==> src/rtl/spi_xcvr_pkg.sv <==
package spi_xcvr_pkg;

  // Register addresses seen by the host
  typedef enum logic [1:0] {
    REG_CTRL = 2'd0,
    REG_STAT = 2'd1,
    REG_DATA = 2'd2,
    REG_CLK  = 2'd3
  } regAddr_t;

  // Strobes from the control to the datapath
  typedef struct packed {
    logic load;    // take a new byte from the host
    logic drive;   // present the next outgoing bit
    logic sample;  // shift one incoming bit in
    logic finish;  // byte complete: copy to receive buffer
  } dpStrobe_t;

endpackage

==> src/rtl/spi_dpath.sv <==
module spi_dpath
  import spi_xcvr_pkg::*;
#(
  parameter int DATA_W = 8
) (
  input  logic              clk,
  input  logic              rstN,
  input  dpStrobe_t         strb,
  input  logic              lsbFirst,
  input  logic [DATA_W-1:0] loadData,
  input  logic              inBit,
  output logic              txBit,
  output logic [DATA_W-1:0] rxBuf
);

  logic [DATA_W-1:0] shiftReg;
  logic [DATA_W-1:0] shifted;
  logic [DATA_W-1:0] capture;
  logic              loadBit;
  logic              nextBit;

  always_comb begin
    if (lsbFirst) begin
      shifted = {inBit, shiftReg[DATA_W-1:1]};
      loadBit = loadData[0];
      nextBit = shiftReg[0];
    end else begin
      shifted = {shiftReg[DATA_W-2:0], inBit};
      loadBit = loadData[DATA_W-1];
      nextBit = shiftReg[DATA_W-1];
    end
    capture = strb.sample ? shifted : shiftReg;
  end

  always_ff @(posedge clk or negedge rstN) begin
    if (!rstN) begin
      shiftReg <= '0;
      txBit    <= 1'b0;
    end else if (strb.load) begin
      shiftReg <= loadData;
      txBit    <= loadBit;
    end else begin
      if (strb.sample) shiftReg <= shifted;
      if (strb.drive)  txBit    <= nextBit;
    end
  end

  always_ff @(posedge clk or negedge rstN) begin
    if (!rstN)            rxBuf <= '0;
    else if (strb.finish) rxBuf <= capture;
  end


  sr_hold_chk: assert property (@(posedge clk) disable iff (!rstN)
    (!strb.load && !strb.sample) |=> $stable(shiftReg));

endmodule

==> src/rtl/spi_ctrl.sv <==
module spi_ctrl
  import spi_xcvr_pkg::*;
#(
  parameter int DATA_W  = 8,
  parameter int MAX_DIV = 128,
  parameter int RATE_W  = 3
) (
  input  logic              clk,
  input  logic              rstN,
  input  logic              wrEn,
  input  logic              rdEn,
  input  logic [1:0]        addr,
  input  logic [DATA_W-1:0] wdata,
  output logic [DATA_W-1:0] rdata,
  input  logic [DATA_W-1:0] rxBuf,
  input  logic              irqAck,
  output logic              irqOut,
  input  logic              sckIn,
  input  logic              selIn,
  output logic              sckOut,
  output logic              selOut,
  output logic              misoOe,
  output logic              isMaster,
  output logic              lsbFirst,
  output dpStrobe_t         strb
);

  localparam int MAX_EXP  = $clog2(MAX_DIV);
  localparam int MAX_RATE = MAX_EXP - 1;
  localparam int HALF_W   = MAX_EXP;
  localparam int EDGE_W   = $clog2(2 * DATA_W);
  localparam int BIT_W    = $clog2(DATA_W);

  // Host registers
  logic [DATA_W-1:0] ctrlReg, clkReg;
  logic              enable, irqEn, cpol, cpha, dblSpeed;
  logic [RATE_W-1:0] rateSel, rateEff, halfExp;
  logic [HALF_W-1:0] halfLen;

  assign enable   = ctrlReg[0];
  assign isMaster = ctrlReg[1];
  assign irqEn    = ctrlReg[2];
  assign lsbFirst = ctrlReg[3];
  assign cpol     = ctrlReg[4];
  assign cpha     = ctrlReg[5];
  assign rateSel  = clkReg[RATE_W-1:0];
  assign dblSpeed = clkReg[RATE_W];
  assign selOut   = clkReg[DATA_W-1];

  regAddr_t regSel;
  logic     wrData, dataAccess, statRead;
  assign regSel     = regAddr_t'(addr);
  assign wrData     = wrEn && (regSel == REG_DATA);
  assign dataAccess = (wrEn || rdEn) && (regSel == REG_DATA);
  assign statRead   = rdEn && (regSel == REG_STAT);

  always_ff @(posedge clk or negedge rstN) begin
    if (!rstN) begin
      ctrlReg <= '0;
      clkReg  <= '0;
    end else if (wrEn) begin
      if (regSel == REG_CTRL) ctrlReg <= wdata;
      if (regSel == REG_CLK)  clkReg  <= wdata;
    end
  end

  // Divider: half period is a power of two
  always_comb begin
    rateEff = (rateSel > RATE_W'(MAX_RATE)) ? RATE_W'(MAX_RATE) : rateSel;
    halfExp = (dblSpeed && rateEff != '0) ? rateEff - RATE_W'(1) : rateEff;
    halfLen = HALF_W'(1) << halfExp;
  end

  // Master sequencer
  logic              mBusy, sckReg, tick, mLead, mTrail, mLast;
  logic [HALF_W-1:0] divCnt;
  logic [EDGE_W-1:0] edgeCnt;
  logic              masterOn, slaveMode;

  assign masterOn  = enable && isMaster;
  assign slaveMode = enable && !isMaster;
  assign tick      = mBusy && (divCnt == halfLen - HALF_W'(1));
  assign mLead     = tick && !edgeCnt[0];
  assign mTrail    = tick && edgeCnt[0];
  assign mLast     = tick && (edgeCnt == EDGE_W'(2 * DATA_W - 1));

  // Slave synchronizers and edge detect
  logic             sckS1, sckS2, sckS3, selS1, selS2;
  logic             slvOn, sEdge, sLead, sTrail, sLast;
  logic [BIT_W-1:0] slvCnt;

  always_ff @(posedge clk or negedge rstN) begin
    if (!rstN) begin
      sckS1 <= 1'b0; sckS2 <= 1'b0; sckS3 <= 1'b0;
      selS1 <= 1'b1; selS2 <= 1'b1;
    end else begin
      sckS1 <= sckIn; sckS2 <= sckS1; sckS3 <= sckS2;
      selS1 <= selIn; selS2 <= selS1;
    end
  end

  assign slvOn  = slaveMode && !selS2;
  assign sEdge  = slvOn && (sckS2 != sckS3);
  assign sLead  = sEdge && (sckS2 != cpol);
  assign sTrail = sEdge && (sckS2 == cpol);

  // Edge roles shared by both sides
  logic lead, trail, sampleEdge, driveEdge, busy, accept, collSet;
  assign lead       = isMaster ? mLead : sLead;
  assign trail      = isMaster ? mTrail : sTrail;
  assign sampleEdge = cpha ? trail : lead;
  assign driveEdge  = cpha ? lead : trail;
  assign sLast      = !isMaster && sampleEdge && (slvCnt == BIT_W'(DATA_W - 1));
  assign busy       = isMaster ? mBusy : (slvOn && slvCnt != '0);
  assign accept     = wrData && enable && !busy;
  assign collSet    = wrData && enable && busy;

  always_comb begin
    strb.load   = accept;
    strb.drive  = driveEdge;
    strb.sample = sampleEdge;
    strb.finish = isMaster ? mLast : sLast;
  end

  always_ff @(posedge clk or negedge rstN) begin
    if (!rstN) begin
      mBusy   <= 1'b0;
      divCnt  <= '0;
      edgeCnt <= '0;
      sckReg  <= 1'b0;
    end else if (!masterOn) begin
      mBusy <= 1'b0;
    end else if (accept) begin
      mBusy   <= 1'b1;
      divCnt  <= '0;
      edgeCnt <= '0;
      sckReg  <= cpol;
    end else if (mBusy) begin
      if (tick) begin
        divCnt  <= '0;
        sckReg  <= ~sckReg;
        edgeCnt <= edgeCnt + EDGE_W'(1);
        if (mLast) mBusy <= 1'b0;
      end else begin
        divCnt <= divCnt + HALF_W'(1);
      end
    end
  end

  always_ff @(posedge clk or negedge rstN) begin
    if (!rstN)           slvCnt <= '0;
    else if (!slvOn)     slvCnt <= '0;
    else if (sampleEdge) slvCnt <= slvCnt + BIT_W'(1);
  end

  assign sckOut = (isMaster && mBusy) ? sckReg : cpol;
  assign misoOe = slaveMode && !selIn;

  // Status flags and clear handshake
  logic doneFlag, collFlag, armed, clrSeq;
  assign clrSeq = armed && dataAccess;

  always_ff @(posedge clk or negedge rstN) begin
    if (!rstN) begin
      doneFlag <= 1'b0;
      collFlag <= 1'b0;
      armed    <= 1'b0;
    end else begin
      if (strb.finish)           doneFlag <= 1'b1;
      else if (irqAck || clrSeq) doneFlag <= 1'b0;
      if (collSet)               collFlag <= 1'b1;
      else if (clrSeq)           collFlag <= 1'b0;
      if (irqAck || clrSeq)      armed    <= 1'b0;
      else if (statRead && (doneFlag || collFlag)) armed <= 1'b1;
    end
  end

  assign irqOut = doneFlag && irqEn;

  always_comb begin
    unique case (regSel)
      REG_CTRL: rdata = ctrlReg;
      REG_STAT: rdata = {doneFlag, collFlag, {(DATA_W-2){1'b0}}};
      REG_DATA: rdata = rxBuf;
      default:  rdata = clkReg;
    endcase
  end


  done_src_chk: assert property (@(posedge clk) disable iff (!rstN)
    ($rose(doneFlag) && isMaster) |-> $past(mBusy));


  sample_edge_chk: assert property (@(posedge clk) disable iff (!rstN)
    (isMaster && strb.sample && !wrEn) |=> (sckOut != $past(sckOut)));


  ack_clear_chk: assert property (@(posedge clk) disable iff (!rstN)
    (irqAck && !strb.finish) |=> !doneFlag);


  sel_hold_chk: assert property (@(posedge clk) disable iff (!rstN)
    !(wrEn && regSel == REG_CLK) |=> $stable(selOut));


  desel_idle_chk: assert property (@(posedge clk) disable iff (!rstN)
    (slaveMode && selS2) |=> (slvCnt == '0));

endmodule

==> src/rtl/spi_xcvr.sv <==
module spi_xcvr
  import spi_xcvr_pkg::*;
#(
  parameter int DATA_W  = 8,
  parameter int MAX_DIV = 128,
  parameter int RATE_W  = 3
) (
  input  logic              clk,
  input  logic              rstN,
  input  logic              wrEn,
  input  logic              rdEn,
  input  logic [1:0]        addr,
  input  logic [DATA_W-1:0] wdata,
  output logic [DATA_W-1:0] rdata,
  output logic              irqOut,
  input  logic              irqAck,
  output logic              sckOut,
  input  logic              sckIn,
  output logic              selOut,
  input  logic              selIn,
  output logic              mosiOut,
  input  logic              mosiIn,
  output logic              misoOut,
  output logic              misoOe,
  input  logic              misoIn
);

  dpStrobe_t         strb;
  logic              isMaster, lsbFirst, txBit, inBit;
  logic [DATA_W-1:0] rxBuf;

  spi_ctrl #(.DATA_W(DATA_W), .MAX_DIV(MAX_DIV), .RATE_W(RATE_W)) uCtrl (
    .clk(clk), .rstN(rstN), .wrEn(wrEn), .rdEn(rdEn), .addr(addr),
    .wdata(wdata), .rdata(rdata), .rxBuf(rxBuf), .irqAck(irqAck),
    .irqOut(irqOut), .sckIn(sckIn), .selIn(selIn), .sckOut(sckOut),
    .selOut(selOut), .misoOe(misoOe), .isMaster(isMaster),
    .lsbFirst(lsbFirst), .strb(strb)
  );

  assign inBit = isMaster ? misoIn : mosiIn;

  spi_dpath #(.DATA_W(DATA_W)) uDpath (
    .clk(clk), .rstN(rstN), .strb(strb), .lsbFirst(lsbFirst),
    .loadData(wdata), .inBit(inBit), .txBit(txBit), .rxBuf(rxBuf)
  );

  assign mosiOut = isMaster ? txBit : 1'b0;
  assign misoOut = txBit;

endmodule

==> config.mk <==
export PLATFORM = sky130hd
export DESIGN_NAME = spi_xcvr
export DESIGN_NICKNAME = d
export VERILOG_FILES = /design/src/rtl/spi_xcvr_pkg.sv /design/src/rtl/spi_dpath.sv /design/src/rtl/spi_ctrl.sv /design/src/rtl/spi_xcvr.sv
export SDC_FILE = /design/constraint.sdc
export NUM_CORES = 1
export LEC_CHECK = 0
export ABC_AREA = 1
export BUFFER_PORTS_ARGS = -buffer_cell sky130_fd_sc_hd__clkbuf_2
export CAP_MARGIN = 20
export CORE_ASPECT_RATIO = 1.75
export CORE_UTILIZATION = 59
export DETAILED_ROUTE_END_ITERATION = 8
export PLACE_DENSITY = 0.8
export SYNTH_ARGS = -nofsm -noshare
export SYNTH_HDL_FRONTEND = slang
export SYNTH_SLANG_ARGS = --single-unit
==> constraint.sdc <==
create_clock -name clk -period 2.8 [get_ports clk]
set_input_delay 0.42 -clock clk [delete_from_list [all_inputs] [get_ports clk]]
set_output_delay 0.42 -clock clk [all_outputs]
set_load 0.02 [all_outputs]
==> flow_summary_export.csv <==
group,metric,value,unit
status,status,"completed",
floorplanning,rows,36,
detailed_routing,wl_per_cell,14.7,um
hold_path,min_to,"uCtrl.selS1",
yosys,synth_cell_types,34,
detailed_routing,viasPerCell,5.62,
floorplanning,start_util,0.606,
yosys,synth_nets,477,
critical_path,rr_worst_depth,20,
detailed_routing,routed-wl-met2,4490,um
yosys,synth_cells,452,
critical_path,cp_slowest_cell,"dfrtp_1",
detailed_routing,drt_iter0_markers,241,
cts,clkSlewWorstSetupHoldPaths,0.07,ns
critical_path,cp_common_cell,"nand3_4",
cts,clock-root-buffer,"clkbuf_8",
critical_path,crit_chain,"inv_2 > nand2_4 > nand3_4 > nand2_2 > nand3_4 > ha_4 > a21oi_2 > o21ai_1 > nor2_1 > nand3_1 > nor2_1 > nand2_1 > nor2_4 > buf_4 > nand3_4 > nand3_4 > nand3_4 > nand2_4 > nand2_1 > nand2_1",
power_and_ir_drop,p_leak,2.13,nW
floorplanning,core,5540,um2
cells_and_area,post-route-util,0.723,
sta,tns,0,ns
detailed_routing,m1WireLength,3260,um
global_route,grt_max_degree,58,
global_route,grt_usage,0.292,
cells_and_area,drive_gt1_frac,0.220,
sta,fmax,374,MHz
cts,cts_hold_buf,0,
place,placed_cells,552,
detailed_routing,drc,0,
hold_path,hp-class,"input port to register",
yosys,yosys_warnings,0,
cts,clkLatencyLatePin,0.35,ns
sta,slew_headroom,0.516,
global_route,grt_overflow,0,
detailed_routing,dr_wl_met3,432,um
power_and_ir_drop,power.density,660,nW/um2
power_and_ir_drop,vdd_ir_drop_max,521,uV
sta,timing_hold_violations_final,0,
sta,hold_ws,0.179,ns
detailed_routing,postRouteAntennaNets,0,
global_route,grt_pass1_vias,2880,
yosys,synth_area,3360,um2
critical_path,crit_family,"simple AND/OR/NAND/NOR gates",
sta,setup_viol,0,
critical_path,rrSetupSlack,0.13,ns
cts,htreeDepth,3,
detailed_routing,routed.top_layer,"met4",
detailed_routing,firstDrtPassIters,5,
floorplanning,die_w,59.0,um
critical_path,r2r-start,"uCtrl.clkReg[2]",
sta,grt_setup_unrepaired,"yes",
critical_path,crit_required,3.08,ns
cts,cts_tree,"built",
hold_path,hold_path_depth,1,
sta,slew_violations,0,
sta,period_share,0.955,
cells_and_area,syn_to_final_growth,19.3,%
critical_path,crit_arrival,2.96,ns
hold_path,min_from,"selIn",
cts,cts_buffers,9,
cells_and_area,layout.cells.non_filler,584,
place,port_buffers,32,
cells_and_area,layout.nets,528,
global_route,grt_pass1_wl,12900,um
yosys,ys_seq_area_frac,0.425,
critical_path,cp-end-kind,"register",
critical_path,worstPathMaxFanout,8,
global_route,antenna_found_initial,0,
job,max-cap-violations,0,
cts,clkSinkCount,57,
floorplanning,die_height,102,um
cells_and_area,num_antenna_cells,0,
floorplanning,ios,33,
place,gp_congestion,1.01,
critical_path,cp-start-kind,"register",
sta,period_minus_slack,2.67,ns
cells_and_area,fillers,452,
sta,max_slew.worst_pin.slew,0.726,ns
critical_path,critPathKind,"register to register",
cts,clock_path_buffers,2,
yosys,avgSynthCellArea,7.43,um2
power_and_ir_drop,power.total,2.64,mW
detailed_routing,wl,8610,um
floorplanning,dieArea,6010,um2
yosys,synth_seq_cells,57,
detailed_routing,dr_total_vias,3284,
cells_and_area,mostFrequentLayoutCells,"nand2_1 (170), dfrtp_1 (54), inv_1 (41)",
critical_path,r2r-end,"uDpath.rxBuf[2]",
critical_path,cp.buffers_inverters,2,
cells_and_area,final_common_cell,"nand2_1",
critical_path,slowest_delay,0.41,ns
sta,fin_skew,0.0143,ns
place,place_hpwl,5810,um
## cells by family after synthesis
group | after synthesis | share of synthesized area
buffers and inverters | 62 | 0.0745
DFF | 57 | 0.425
and+or+nand+nor | 262 | 0.360
muxes | 1 | 0.00298
AOI/OAI and AO/OA | 54 | 0.0887
xor gates and xnor gates | 10 | 0.0261
adders and majority gates | 6 | 0.0224
## report_power, final
part           switching, mW  internal [mW]  total, mW
clock                  0.334          0.432      0.765
sequential             0.130          0.945       1.08
combinational          0.523          0.280      0.803
total                  0.987           1.66       2.64
## state kept, by name, indices dropped and copies added, names as in the netlist, 3 cells and up
name / flops
uCtrl.clkReg: 8
uDpath.rxBuf: 8
uCtrl.ctrlReg: 8
uDpath.shiftReg: 8
uCtrl.slvCnt: 3
uCtrl.edgeCnt: 4
uCtrl.divCnt: 7
## per-layer routing
layer,global-route usage,vias up
met3,0.0677,43
met1,0.347,1543
met5,0,-
met2,0.495,132
li1,-,1566
met4,0.130,0
## synth_stat cells
master     count  area [um2]
xor2_1         8        70.1
inv_1         42         158
nor3_1         4        20.0
nand2_1      174         653
nand2_2        8        50.1
o31ai_1        1        7.51
nand3_1       37         185
a221oi_1       1        8.76
or2_2          1        6.26
buf_2          5        25.0
nor2_1        11        41.3
o21ai_1        5        25.0
nand3_2        5        50.1
buf_6          1        11.3
a21oi_1       11        55.1
o21ai_0       28         140
nand2_4        2        22.5
nand3_4        3        52.6
ha_1           6        75.1
buf_4          1        7.51
inv_2          7        26.3
mux2i_1        1        10.0
xnor2_1        2        17.5
dfrtp_1       55        1380
nor2_4         3        33.8
and3b_1        1        8.76
nand4_1        9        56.3
clkbuf_1       6        22.5
o2111ai_1      1        8.76
o211ai_1       6        45.0
dfstp_2        2        52.6
a21boi_0       1        7.51
nor2_2         3        18.8
nor3_2         1        10.0
## per-stage QoR
step	instance area [um2]	setup slack, ns
2_1_floorplan	3360	0.325
3_3_place_gp	3580	0.138
3_5_place_dp	3580	0.0655
4_1_cts	3780	0.0393
5_1_grt	4010	-0.156
6_report	4010	0.126
## layout make-up
type	count	area, um2	share of cell area
flip-flops and latches	57	1430	0.357
repair buffers	49	288	0.0719
clock inverters	5	55.1	0.0137
multi-input cells	337	1810	0.452
well taps	76	95.1	0.0237
clock buffers	11	141	0.0353
inverters	49	184	0.0459
## repair_timing
action	4_1_cts	5_1_grt
buffers inserted	0	12
endpoints found under the setup margin	0	25
resized for setup	0	20
endpoints found under the hold margin	0	0
## worst max-delay path by stage
| stage | cells after the start | startpoint | slack [ns] | endpoint |
|---|---|---|---|---|
| global route | 20 | uCtrl.clkReg[2] | -0.16 | uDpath.rxBuf[2] |
| CTS | 19 | uCtrl.clkReg[0] | 0.04 | uDpath.rxBuf[6] |
| detailed placement | 19 | uCtrl.clkReg[0] | 0.07 | uDpath.rxBuf[7] |
| floorplan | 22 | uCtrl.clkReg[2] | 0.32 | uDpath.shiftReg[1] |
| finish | 20 | uCtrl.clkReg[2] | 0.13 | uDpath.rxBuf[2] |
| global placement | 20 | uCtrl.clkReg[1] | 0.14 | uDpath.rxBuf[5] |
(Power assumes the default switching activity.)
